<file path="src/rtl/txd_poll_pkg.sv">
package txd_poll_pkg;
  localparam int OWN_B  = 31;
  localparam int EOR_B  = 30;
  localparam int FSEG_B = 29;
  localparam int LSEG_B = 28;
  localparam int DESC_BYTES = 16;
  localparam int BUF_OFS    = 8;
  localparam int KICK_B     = 6;
  localparam int IRQ_DONE_B = 2;
  localparam int IRQ_ERR_B  = 3;
  localparam int IRQ_DRY_B  = 7;
  localparam logic [1:0] REG_KICK = 2'd0;
  localparam logic [1:0] REG_RING = 2'd1;
  localparam logic [1:0] REG_IRQ  = 2'd2;

  typedef enum logic [3:0] {
    E_IDLE, E_ST_WAIT, E_ST_CAP, E_BA_WAIT, E_BA_CAP,
    E_SEND, E_WD_WAIT, E_WD_CAP, E_WB, E_NEXT
  } eng_state_t;
endpackage

</file>
<file path="src/rtl/txd_host_regs.sv">
module txd_host_regs
  import txd_poll_pkg::*;
#(
  parameter int ADDR_W = 16
) (
  input  logic              clk,
  input  logic              rst,
  input  logic              reg_wr_en,
  input  logic              reg_rd_en,
  input  logic [1:0]        reg_addr,
  input  logic [31:0]       reg_wdata,
  input  logic              set_done,
  input  logic              set_err,
  input  logic              set_dry,
  output logic [31:0]       reg_rdata,
  output logic [ADDR_W-1:0] ring_base,
  output logic              ring_load,
  output logic              kick
);
  logic irq_done_q, irq_err_q, irq_dry_q;
  logic wr_irq;
  logic unused_wbits;

  assign wr_irq = reg_wr_en && (reg_addr == REG_IRQ);
  assign unused_wbits = ^reg_wdata;

  always_ff @(posedge clk) begin
    if (rst) begin
      ring_base  <= '0;
      ring_load  <= 1'b0;
      kick       <= 1'b0;
      irq_done_q <= 1'b0;
      irq_err_q  <= 1'b0;
      irq_dry_q  <= 1'b0;
      reg_rdata  <= '0;
    end else begin
      kick      <= reg_wr_en && (reg_addr == REG_KICK) && reg_wdata[KICK_B];
      ring_load <= reg_wr_en && (reg_addr == REG_RING);
      if (reg_wr_en && (reg_addr == REG_RING))
        ring_base <= {reg_wdata[ADDR_W-1:4], 4'b0000};
      irq_done_q <= set_done | (irq_done_q & ~(wr_irq & reg_wdata[IRQ_DONE_B]));
      irq_err_q  <= set_err  | (irq_err_q  & ~(wr_irq & reg_wdata[IRQ_ERR_B]));
      irq_dry_q  <= set_dry  | (irq_dry_q  & ~(wr_irq & reg_wdata[IRQ_DRY_B]));
      if (reg_rd_en) begin
        reg_rdata <= '0;
        case (reg_addr)
          REG_RING: reg_rdata[ADDR_W-1:0] <= ring_base;
          REG_IRQ: begin
            reg_rdata[IRQ_DONE_B] <= irq_done_q;
            reg_rdata[IRQ_ERR_B]  <= irq_err_q;
            reg_rdata[IRQ_DRY_B]  <= irq_dry_q;
          end
          default: reg_rdata <= '0;
        endcase
      end
    end
  end


  irq_w1c_chk: assert property (@(posedge clk) disable iff (rst)
    (wr_irq && reg_wdata[IRQ_DONE_B] && !set_done) |=> !irq_done_q);


  irq_sticky_chk: assert property (@(posedge clk) disable iff (rst)
    (irq_dry_q && !wr_irq) |=> irq_dry_q);
endmodule

</file>
<file path="src/rtl/txd_lane_pick.sv">
module txd_lane_pick #(
  parameter int WORD_BYTES = 4,
  localparam int LANE_W = $clog2(WORD_BYTES)
) (
  input  logic [8*WORD_BYTES-1:0] word,
  input  logic [LANE_W-1:0]       lane,
  input  logic                    pad,
  output logic [7:0]              byte_o
);
  logic [7:0] lanes [WORD_BYTES];
  for (genvar g = 0; g < WORD_BYTES; g++) begin : g_lane
    assign lanes[g] = word[8*g +: 8];
  end
  assign byte_o = pad ? 8'h00 : lanes[lane];
endmodule

</file>
<file path="src/rtl/txd_engine.sv">
module txd_engine
  import txd_poll_pkg::*;
#(
  parameter int ADDR_W    = 16,
  parameter int LEN_W     = 13,
  parameter int MIN_FRAME = 60
) (
  input  logic              clk,
  input  logic              rst,
  input  logic              kick,
  input  logic              ring_load,
  input  logic [ADDR_W-1:0] ring_base,
  output logic              mem_rd_en,
  output logic              mem_we,
  output logic [ADDR_W-1:0] mem_addr,
  output logic [31:0]       mem_wdata,
  input  logic [31:0]       mem_rdata,
  output logic [7:0]        tx_data,
  output logic              tx_valid,
  input  logic              tx_ready,
  output logic              tx_last,
  output logic              set_done,
  output logic              set_err,
  output logic              set_dry
);
  localparam logic [LEN_W-1:0] MIN_LEN = LEN_W'(MIN_FRAME);

  eng_state_t        state;
  logic [ADDR_W-1:0] cur_addr, buf_addr;
  logic [31:0]       status, word_buf;
  logic [LEN_W-1:0]  idx;
  logic              word_ok, is_err;

  logic [LEN_W-1:0]  len_f, total;
  logic [ADDR_W-1:0] byte_addr, byte_addr_nx;
  logic [7:0]        pick;
  logic              stalled;

  assign len_f        = status[LEN_W-1:0];
  assign total        = (len_f < MIN_LEN) ? MIN_LEN : len_f;
  assign byte_addr    = buf_addr + ADDR_W'(idx);
  assign byte_addr_nx = byte_addr + ADDR_W'(1);
  assign stalled      = tx_valid && !tx_ready;

  txd_lane_pick #(.WORD_BYTES(4)) lane_i (
    .word  (word_buf),
    .lane  (byte_addr[1:0]),
    .pad   (idx >= len_f),
    .byte_o(pick)
  );

  always_ff @(posedge clk) begin
    if (rst) begin
      state     <= E_IDLE;
      cur_addr  <= '0;
      buf_addr  <= '0;
      status    <= '0;
      word_buf  <= '0;
      idx       <= '0;
      word_ok   <= 1'b0;
      is_err    <= 1'b0;
      mem_rd_en <= 1'b0;
      mem_we    <= 1'b0;
      mem_addr  <= '0;
      mem_wdata <= '0;
      tx_data   <= '0;
      tx_valid  <= 1'b0;
      tx_last   <= 1'b0;
      set_done  <= 1'b0;
      set_err   <= 1'b0;
      set_dry   <= 1'b0;
    end else begin
      mem_rd_en <= 1'b0;
      mem_we    <= 1'b0;
      set_done  <= 1'b0;
      set_err   <= 1'b0;
      set_dry   <= 1'b0;
      if (ring_load) cur_addr <= ring_base;
      case (state)
        E_IDLE: begin
          if (kick) begin
            mem_rd_en <= 1'b1;
            mem_addr  <= cur_addr;
            state     <= E_ST_WAIT;
          end
        end
        E_ST_WAIT: state <= E_ST_CAP;
        E_ST_CAP: begin
          status <= mem_rdata;
          if (!mem_rdata[OWN_B]) begin
            set_dry <= 1'b1;
            state   <= E_IDLE;
          end else if (!(mem_rdata[FSEG_B] && mem_rdata[LSEG_B])) begin
            is_err <= 1'b1;
            state  <= E_WB;
          end else begin
            is_err    <= 1'b0;
            mem_rd_en <= 1'b1;
            mem_addr  <= cur_addr + ADDR_W'(BUF_OFS);
            state     <= E_BA_WAIT;
          end
        end
        E_BA_WAIT: state <= E_BA_CAP;
        E_BA_CAP: begin
          buf_addr <= mem_rdata[ADDR_W-1:0];
          idx      <= '0;
          word_ok  <= 1'b0;
          state    <= E_SEND;
        end
        E_SEND: begin
          if (tx_valid && tx_ready) begin
            tx_valid <= 1'b0;
            tx_last  <= 1'b0;
          end
          if (!stalled) begin
            if (idx == total) begin
              state <= E_WB;
            end else if ((idx < len_f) && !word_ok) begin
              mem_rd_en <= 1'b1;
              mem_addr  <= {byte_addr[ADDR_W-1:2], 2'b00};
              state     <= E_WD_WAIT;
            end else begin
              tx_data  <= pick;
              tx_valid <= 1'b1;
              tx_last  <= (idx == total - LEN_W'(1));
              idx      <= idx + LEN_W'(1);
              if (byte_addr_nx[1:0] == 2'b00) word_ok <= 1'b0;
            end
          end
        end
        E_WD_WAIT: state <= E_WD_CAP;
        E_WD_CAP: begin
          word_buf <= mem_rdata;
          word_ok  <= 1'b1;
          state    <= E_SEND;
        end
        E_WB: begin
          mem_we    <= 1'b1;
          mem_addr  <= cur_addr;
          mem_wdata <= status & ~(32'h1 << OWN_B);
          set_done  <= !is_err;
          set_err   <= is_err;
          cur_addr  <= status[EOR_B] ? ring_base : cur_addr + ADDR_W'(DESC_BYTES);
          state     <= E_NEXT;
        end
        E_NEXT: begin
          mem_rd_en <= 1'b1;
          mem_addr  <= cur_addr;
          state     <= E_ST_WAIT;
        end
        default: state <= E_IDLE;
      endcase
    end
  end


  tx_hold_chk: assert property (@(posedge clk) disable iff (rst)
    (tx_valid && !tx_ready) |=> (tx_valid && $stable(tx_data) && $stable(tx_last)));


  wb_own_chk: assert property (@(posedge clk) disable iff (rst)
    mem_we |-> !mem_wdata[OWN_B]);


  last_gap_chk: assert property (@(posedge clk) disable iff (rst)
    (tx_valid && tx_ready && tx_last) |=> !tx_valid);


  dry_quiet_chk: assert property (@(posedge clk) disable iff (rst)
    set_dry |-> (!tx_valid && !mem_we));


  wb_no_pending_chk: assert property (@(posedge clk) disable iff (rst)
    mem_we |-> !tx_valid);
endmodule

</file>
<file path="src/rtl/txd_poll_engine.sv">
module txd_poll_engine
  import txd_poll_pkg::*;
#(
  parameter int ADDR_W    = 16,
  parameter int LEN_W     = 13,
  parameter int MIN_FRAME = 60
) (
  input  logic              clk,
  input  logic              rst,
  input  logic              reg_wr_en,
  input  logic              reg_rd_en,
  input  logic [1:0]        reg_addr,
  input  logic [31:0]       reg_wdata,
  output logic [31:0]       reg_rdata,
  output logic              mem_rd_en,
  output logic              mem_we,
  output logic [ADDR_W-1:0] mem_addr,
  output logic [31:0]       mem_wdata,
  input  logic [31:0]       mem_rdata,
  output logic [7:0]        tx_data,
  output logic              tx_valid,
  input  logic              tx_ready,
  output logic              tx_last
);
  logic [ADDR_W-1:0] ring_base;
  logic ring_load, kick, set_done, set_err, set_dry;

  txd_host_regs #(.ADDR_W(ADDR_W)) regs_i (
    .clk(clk), .rst(rst),
    .reg_wr_en(reg_wr_en), .reg_rd_en(reg_rd_en), .reg_addr(reg_addr),
    .reg_wdata(reg_wdata),
    .set_done(set_done), .set_err(set_err), .set_dry(set_dry),
    .reg_rdata(reg_rdata), .ring_base(ring_base), .ring_load(ring_load),
    .kick(kick)
  );

  txd_engine #(.ADDR_W(ADDR_W), .LEN_W(LEN_W), .MIN_FRAME(MIN_FRAME)) eng_i (
    .clk(clk), .rst(rst),
    .kick(kick), .ring_load(ring_load), .ring_base(ring_base),
    .mem_rd_en(mem_rd_en), .mem_we(mem_we), .mem_addr(mem_addr),
    .mem_wdata(mem_wdata), .mem_rdata(mem_rdata),
    .tx_data(tx_data), .tx_valid(tx_valid), .tx_ready(tx_ready),
    .tx_last(tx_last),
    .set_done(set_done), .set_err(set_err), .set_dry(set_dry)
  );
endmodule

</file>
<file path="config.mk">
export PLATFORM = sky130hd
export DESIGN_NAME = txd_poll_engine
export DESIGN_NICKNAME = d
export VERILOG_FILES = /design/src/rtl/txd_poll_pkg.sv /design/src/rtl/txd_host_regs.sv /design/src/rtl/txd_lane_pick.sv /design/src/rtl/txd_engine.sv /design/src/rtl/txd_poll_engine.sv
export SDC_FILE = /design/constraint.sdc
export NUM_CORES = 1
export LEC_CHECK = 0
export BUFFER_PORTS_ARGS = -buffer_cell sky130_fd_sc_hd__clkbuf_2
export CORE_ASPECT_RATIO = 1.5
export CORE_MARGIN = 4
export CORE_UTILIZATION = 49
export CTS_BUF_LIST = sky130_fd_sc_hd__clkbuf_16
export DETAILED_ROUTE_END_ITERATION = 16
export PLACE_DENSITY = 0.77
export SLEW_MARGIN = 20
export SYNTH_ARGS = -nofsm -noshare
export SYNTH_HDL_FRONTEND = slang
export SYNTH_SLANG_ARGS = --single-unit
</file>
<file path="constraint.sdc">
create_clock -name clk -period 2.9 [get_ports clk]
set_input_delay 0.29 -clock clk [delete_from_list [all_inputs] [get_ports clk]]
set_output_delay 0.29 -clock clk [all_outputs]
set_load 0.1 [all_outputs]
</file>
Word-level counts from Yosys, hierarchy flattened
Cells that the tools add are included.
W data, S select, Z words.

operators by class
  multiply operators = 0
  order comparisons = 4
  bitwise logic cells = 18
  add/subtract/negate cells = 6
  shifts and indexed selects = 0
  reductions and logical operators = 28
  div/mod/pow operators = 0
  muxes and demuxes = 53
  eq/ne operators = 22

operators with widths
  operator                 count
  $mux W16                 9
  $pmux W16 S4             1
  $mux W13                 4
  $pmux W4 S9              1
  $mux W8                  4
  $eq A13 B13 Y1           2
  $pmux W13 S2             1
  $mux W4                  6
  $mux W1                  21
  $add A16 B13 Y16         1
  $add A16 B4 Y16 const B  1
  $add A16 B5 Y16 const B  1
  $bmux W8 S2              1
  $eq A4 B3 Y1 const B     4
  $add A13 B1 Y13 const B  1
  $ge A13 B13 Y1           1
  $lt A13 B13 Y1           1
  $lt A13 B6 Y1 const B    1
  $sub A13 B1 Y13 const B  1
  $ne A2 B2 Y1 const B     5
  $eq A4 B2 Y1 const B     2
  $eq A4 B4 Y1 const B     2
  $logic_and A1 B1 Y1      8
  $not A1 Y1               8
  other kinds (27)         44

word-level totals
  input port bits = 71
  word-level logic and storage cells = 156
  bits in writable memories = 0
  flip-flop bits (word level) = 207
  memory bits (read-only) = 0
  bits in latches = 0
  memories = 0

Longest topological paths before layout
  word-level depth = 8
  mapped depth = 12

Hierarchy
Synthesis repeated with hierarchy kept, for this count alone.

second synthesis, totals
  cell total of the unflattened synthesis = 1348
  area, all modules = 10646.5 µm²

modules (own cells, without submodules)
  module         times used  cells each  area an instance (µm²)
  txd_engine     1           1155        8868.5
  txd_host_regs  1           163         1515.2
  txd_lane_pick  1           30          262.8

Worst setup path before layout
Ideal clock, no wire load.

  path kind = reg-to-reg
  start point = reg eng_i.status[3]
  end point = reg eng_i.mem_addr[12]
  slack = -0.009 ns
  period minus slack after synthesis = 2.909 ns
  stages on the path, launching flop included = 13
  required time = 2.809 ns
  arrival = 2.818 ns
  cell sequence = dfxtp_1 > buf_2 > inv_1 > ha_1 > a21o_1 > a21oi_1 > a21oi_1 > o41ai_1 > nor2b_1 > o2bb2ai_1 > buf_2 > nor2_1 > a311oi_1

on the way
  longest elaborated chain between the ends = 5
  elaborated cells on any way between the ends = 8
  those cells by class = order compare: 2; eq/ne: 3; mux: 1; reduce/logical: 2

ends and longest elaborated chain
  element                               RTL line           text
  start, declared                       txd_engine.sv:30   logic [31:0] status, word_buf;
  start signal, assigned                txd_engine.sv:89   status <= mem_rdata;
  $lt A13 B6 Y1                         txd_engine.sv:40   assign total = (len_f < MIN_LEN) ? MIN_LEN : len_f;
  $mux W13                              txd_engine.sv:40
  $eq A13 B13 Y1                        txd_engine.sv:116  if (idx == total) begin
  $ne A2 B2 Y1 (no source line)         --
  $reduce_and A7 Y1 (no source line) *  --
  end signal, assigned                  txd_engine.sv:120  mem_addr <= {byte_addr[ADDR_W-1:2], 2'b00};
  end signal, assigned                  txd_engine.sv:139  mem_addr <= cur_addr;
  end signal, assigned                  txd_engine.sv:148  mem_addr <= cur_addr;
  end, declared                         txd_engine.sv:15   output logic [ADDR_W-1:0] mem_addr,

Every way passes the cells marked *; elsewhere a longest branch is shown, timed or not.
A chain may end at the register's enable or synchronous reset.

Final worst setup path
  start point = reg eng_i.status[12]
  end point = reg eng_i.idx[8]

on the way
  longest elaborated chain between the ends = 5
  elaborated cells on any way between the ends = 8
  those cells by class = order compare: 2; eq/ne: 3; mux: 1; reduce/logical: 2

ends and longest elaborated chain
  element                               RTL line           text
  $lt A13 B6 Y1                         txd_engine.sv:40
  $mux W13                              txd_engine.sv:40
  $eq A13 B13 Y1                        txd_engine.sv:116
  $ne A2 B2 Y1 (no source line)         --
  $reduce_and A4 Y1 (no source line) *  --
  end signal, assigned                  txd_engine.sv:126  idx <= idx + LEN_W'(1);
  end, declared                         txd_engine.sv:31   logic [LEN_W-1:0] idx;

Marked as above.

==> PnR_summary.wiki <==
{| class="wikitable"
! Metric !! Value
|-
| Post-route DRC || 0
|-
| Area overhead of the layout relative to synthesis || 18.8%
|-
| Total via count after detailed routing || 9069
|-
| Total standard cell area after synthesis || 0.00973 mm²
|-
| Number of H-tree levels || 1
|-
| Maximum vdd drop || 0.000420 V
|-
| DR WL/cell || 16.6 µm
|-
| TritonCTS Buffers || 20
|-
| Share of async-settable or async-resettable flops after synthesis || 0%
|-
| Total Routing Usage GR || 23.3%
|-
| Final antenna diode count || 0
|-
| Number of instances in the synthesized netlist || 1243
|-
| Relative max-transition margin || 41.4%
|-
| Transition time at the pin with the least slew margin || 879 ps
|-
| Number of distinct library cells after synthesis || 69
|-
| Power per Cell Area || 473 mW/mm²
|-
| Largest net degree at the start of global routing || 91
|-
| Final instance area || 0.0116 mm²
|-
| Register area share after synthesis || 41.6%
|-
| Worst Setup Path Type || reg -> reg
|-
| Main synth FF type || sky130_fd_sc_hd__dfxtp_1
|-
| Core Area || 0.0193 mm²
|-
| Nets || 1476
|-
| Outcome || finished clean
|-
| Synth Warn # || 0
|-
| Ratio of cells with drive above 1 in the final layout || 20.0%
|-
| Detail Placement HPWL || 19.7 mm
|-
| DIE AREA || 0.0222 mm²
|-
| Clock tree from TritonCTS || yes
|-
| Number of hold violations in the final report || 0
|-
| Unrepaired setup endpoints after global routing || yes
|-
| Clk Tree Root Cell || sky130_fd_sc_hd__clkbuf_16
|-
| Cell Rows || 62
|-
| Hold Buf Count CTS || 0
|-
| Overflow left after global routing || 0
|-
| Required time reported for the critical path endpoint || 3320 ps
|-
| Final routed wirelength across all metal layers || 27.2 mm
|-
| Number of buffers on the longest clock path || 3
|-
| # setup viols final || 0
|-
| Time the final worst path needs with I/O delays and setup || 2890 ps
|-
| Drt first pass iters || 5
|-
| Clk sink count || 202
|-
| Initial antenna violation count || 0
|-
| Final cycle utilization of the critical path || 99.8%
|-
| Vias in the first global route || 8512
|-
| Cells after DPL || 1599
|-
| Worst Clk Skew || 18.5 ps
|-
| Max frequency || 346 MHz
|-
| Data arrival time of the critical path || 3310 ps
|-
| Clk Latency, worst-skew pair || 510 ps
|-
| Ports || 163
|-
| Vias per std cell || 5.53
|-
| Initial Utilization || 50.4%
|-
| Worst hold path class || in -> reg
|-
| Final slew viol count || 0
|-
| Number of port buffers || 125
|-
| Die outline height || 181 µm
|-
| Number of register bits inferred by synthesis || 202
|-
| Fill cells || 1706
|-
| Maximum fanout count along the critical path || 4
|-
| Total cell area at the placement stage || 0.0107 mm²
|-
| Synthesized area divided by synthesized cell count || 7.83 µm²
|-
| CP Launch Type || register
|-
| EDFF count, synth || 0
|-
| # Max-Cap Violations || 0
|-
| Count of nets left with antenna violations after detail routing || 0
|-
| RD Place Congestion || 0.956
|-
| Layout Cells excl Fill || 1639
|-
| Wire length of the first global-routing pass || 42.2 mm
|-
| Worst setup EP type || register
|-
| Clock Pin Slew Worst Setup and Hold Paths || 60 ps
|-
| Pleak || 4.38 nW
|-
| Number of DRC markers in iteration 0 || 579
|-
| Internal reg-to-reg setup slack || 6 ps
|-
| Setup_tns || 0 ps
|-
| Die extent in x || 123 µm
|}
==> cell usage in the layout, fill, tap and decap left out, types with 4 or more instances in the layout <==
cell type / instances
sky130_fd_sc_hd__o211ai_1: 4
sky130_fd_sc_hd__o31ai_1: 7
sky130_fd_sc_hd__or3b_2: 8
sky130_fd_sc_hd__a22oi_1: 4
sky130_fd_sc_hd__a21o_1: 7
sky130_fd_sc_hd__a311oi_1: 7
sky130_fd_sc_hd__buf_6: 5
sky130_fd_sc_hd__nand3_1: 36
sky130_fd_sc_hd__xor2_1: 14
sky130_fd_sc_hd__nand2b_1: 26
sky130_fd_sc_hd__nor3b_1: 4
sky130_fd_sc_hd__mux2i_1: 7
sky130_fd_sc_hd__o21ai_0: 31
sky130_fd_sc_hd__mux4_2: 8
sky130_fd_sc_hd__clkbuf_16: 20
sky130_fd_sc_hd__nor2_1: 64
sky130_fd_sc_hd__dfxtp_2: 5
sky130_fd_sc_hd__or4_1: 5
sky130_fd_sc_hd__a221oi_1: 4
sky130_fd_sc_hd__and3_1: 12
sky130_fd_sc_hd__ha_1: 31
sky130_fd_sc_hd__nor2b_1: 5
sky130_fd_sc_hd__conb_1: 19
sky130_fd_sc_hd__buf_4: 59
sky130_fd_sc_hd__a21oi_1: 192
sky130_fd_sc_hd__nand4_1: 10
sky130_fd_sc_hd__nor4_1: 7
sky130_fd_sc_hd__nor3_1: 13
sky130_fd_sc_hd__a211oi_1: 9
sky130_fd_sc_hd__dfxtp_1: 196
sky130_fd_sc_hd__and2_1: 4
sky130_fd_sc_hd__a31oi_1: 7
sky130_fd_sc_hd__inv_1: 25
sky130_fd_sc_hd__clkbuf_2: 124
sky130_fd_sc_hd__nand2_1: 311
sky130_fd_sc_hd__xnor2_1: 19
==> layer usage <==
layer	share of wire (%)	vias to the layer above	track usage, %
li1	-	4488	-
met1	39	4184	27.1
met2	51	311	42.3
met3	5.6	86	2.83
met4	4.8	0	9.58
met5	0	-	0
==> metrics by stage <==
| stage | setup slack, ps | hold WS, ps | util, % | total power [mW] |
|---|---|---|---|---|
| 5_1_grt | -56.3 | 27.9 | 59.8 | 5.61 |
| 6_report | 6.15 | 24.2 | 59.8 | 5.46 |
| 3_5_place_dp | -77.9 | 432 | 55.6 | 3.17 |
| 3_3_place_gp | 8.59 | 421 | 55.6 | 3.17 |
| 2_1_floorplan | 78.3 | 369 | - | 3.10 |
| 4_1_cts | 10.0 | 15.2 | 58.7 | 5.49 |
==> registers in the layout, summed over array words and instances (netlist names), 4 cells and up <==
| name | cells |
|---|---|
| eng_i.cur_addr | 12 |
| regs_i.ring_base | 12 |
| eng_i.status | 31 |
| regs_i.reg_rdata | 14 |
| eng_i.state | 4 |
| eng_i.tx_data | 8 |
| eng_i.idx | 13 |
| eng_i.buf_addr | 16 |
| eng_i.word_buf | 32 |
| eng_i.mem_wdata | 31 |
| eng_i.mem_addr | 15 |
==> path summary, 6_finish.rpt <==
kind / from / endpoint / cells after the start
min: reg_wdata[10] / regs_i.ring_base[10] / 3
min reg2reg: eng_i.set_done / regs_i.irq_done_q / 2
max reg2reg: eng_i.status[12] / eng_i.idx[8] / 9
max: eng_i.status[12] / eng_i.idx[8] / 9
==> cells by family after synthesis <==
family	count (synthesis)	share of synthesized area [%]
multiplexers	16	2.69
AO/OA/AOI/OAI	304	18.1
other	1	0.0385
AND/OR/NAND/NOR	528	24.4
XOR/XNOR	35	3.15
buffers and inverters	124	5.73
flip-flops	202	41.6
adder cells (fa/ha/maj)	33	4.32
==> where the power goes <==
group	switching, mW	leakage (nW)	internal (mW)
Combinational	0.256	2.46	0.0573
Clock	1.10	0.286	1.26
Sequential	0.0102	1.63	2.78
Total	1.36	4.38	4.10
==> Yosys cell counts (all sizes together) (3+ instances only) <==
library cell  instances  area, µm²
nand2b               26        163
o211ai                4       30.0
a31oi                 9       56.3
a311oi                7       61.3
nor3                 18        101
nor4                  9       77.6
a2111oi               3       45.1
ha                   32        400
nand3                36        180
and2                  6       38.8
nor2b                 6       37.5
mux4                  8        180
o21ai                34        170
nor2                 65        244
and3                 12       75.1
or3b                  8       70.1
a22oi                 4       30.0
mux2i                 7       70.1
dfxtp               202       4040
xor2                 14        123
clkbuf               64        240
a21oi               195        976
a21o                  8       61.3
a211oi                9       67.6
nor3b                 4       30.0
nand4                10       62.6
nand2               312       1170
or4                   7       52.6
buf                  36        228
xnor2                21        184
o31ai                 7       52.6
a221oi                4       35.0
inv                  24       90.1
==> layout make-up <==
type | instances | area, µm² | area share (%)
timing repair buffer | 189 | 1140 | 9.86
clock buffer | 20 | 500 | 4.33
multi-input combinational | 935 | 5370 | 46.5
sequential | 202 | 4050 | 35.1
inverter | 24 | 90.1 | 0.779
clock inverter | 13 | 80.1 | 0.693
tap | 256 | 320 | 2.77
==> what timing repair did <==
action,4_1_cts,5_1_grt
gates resized for setup,3,45
setup endpoints to repair,13,31
pin swaps,1,22
cloned,0,1
setup buffers,0,7
==> critical path, stage by stage (launching register included) <==
cell and delay, ps:
sky130_fd_sc_hd__dfxtp_4 370, sky130_fd_sc_hd__nor4_4 370, sky130_fd_sc_hd__buf_6 190, sky130_fd_sc_hd__a31oi_4 110, sky130_fd_sc_hd__xnor2_2 170, sky130_fd_sc_hd__and2_4 180, sky130_fd_sc_hd__a2111oi_4 460, sky130_fd_sc_hd__o2111ai_2 270
sky130_fd_sc_hd__or4_1 560, sky130_fd_sc_hd__a21oi_1 130
(Power assumes the default switching activity.)
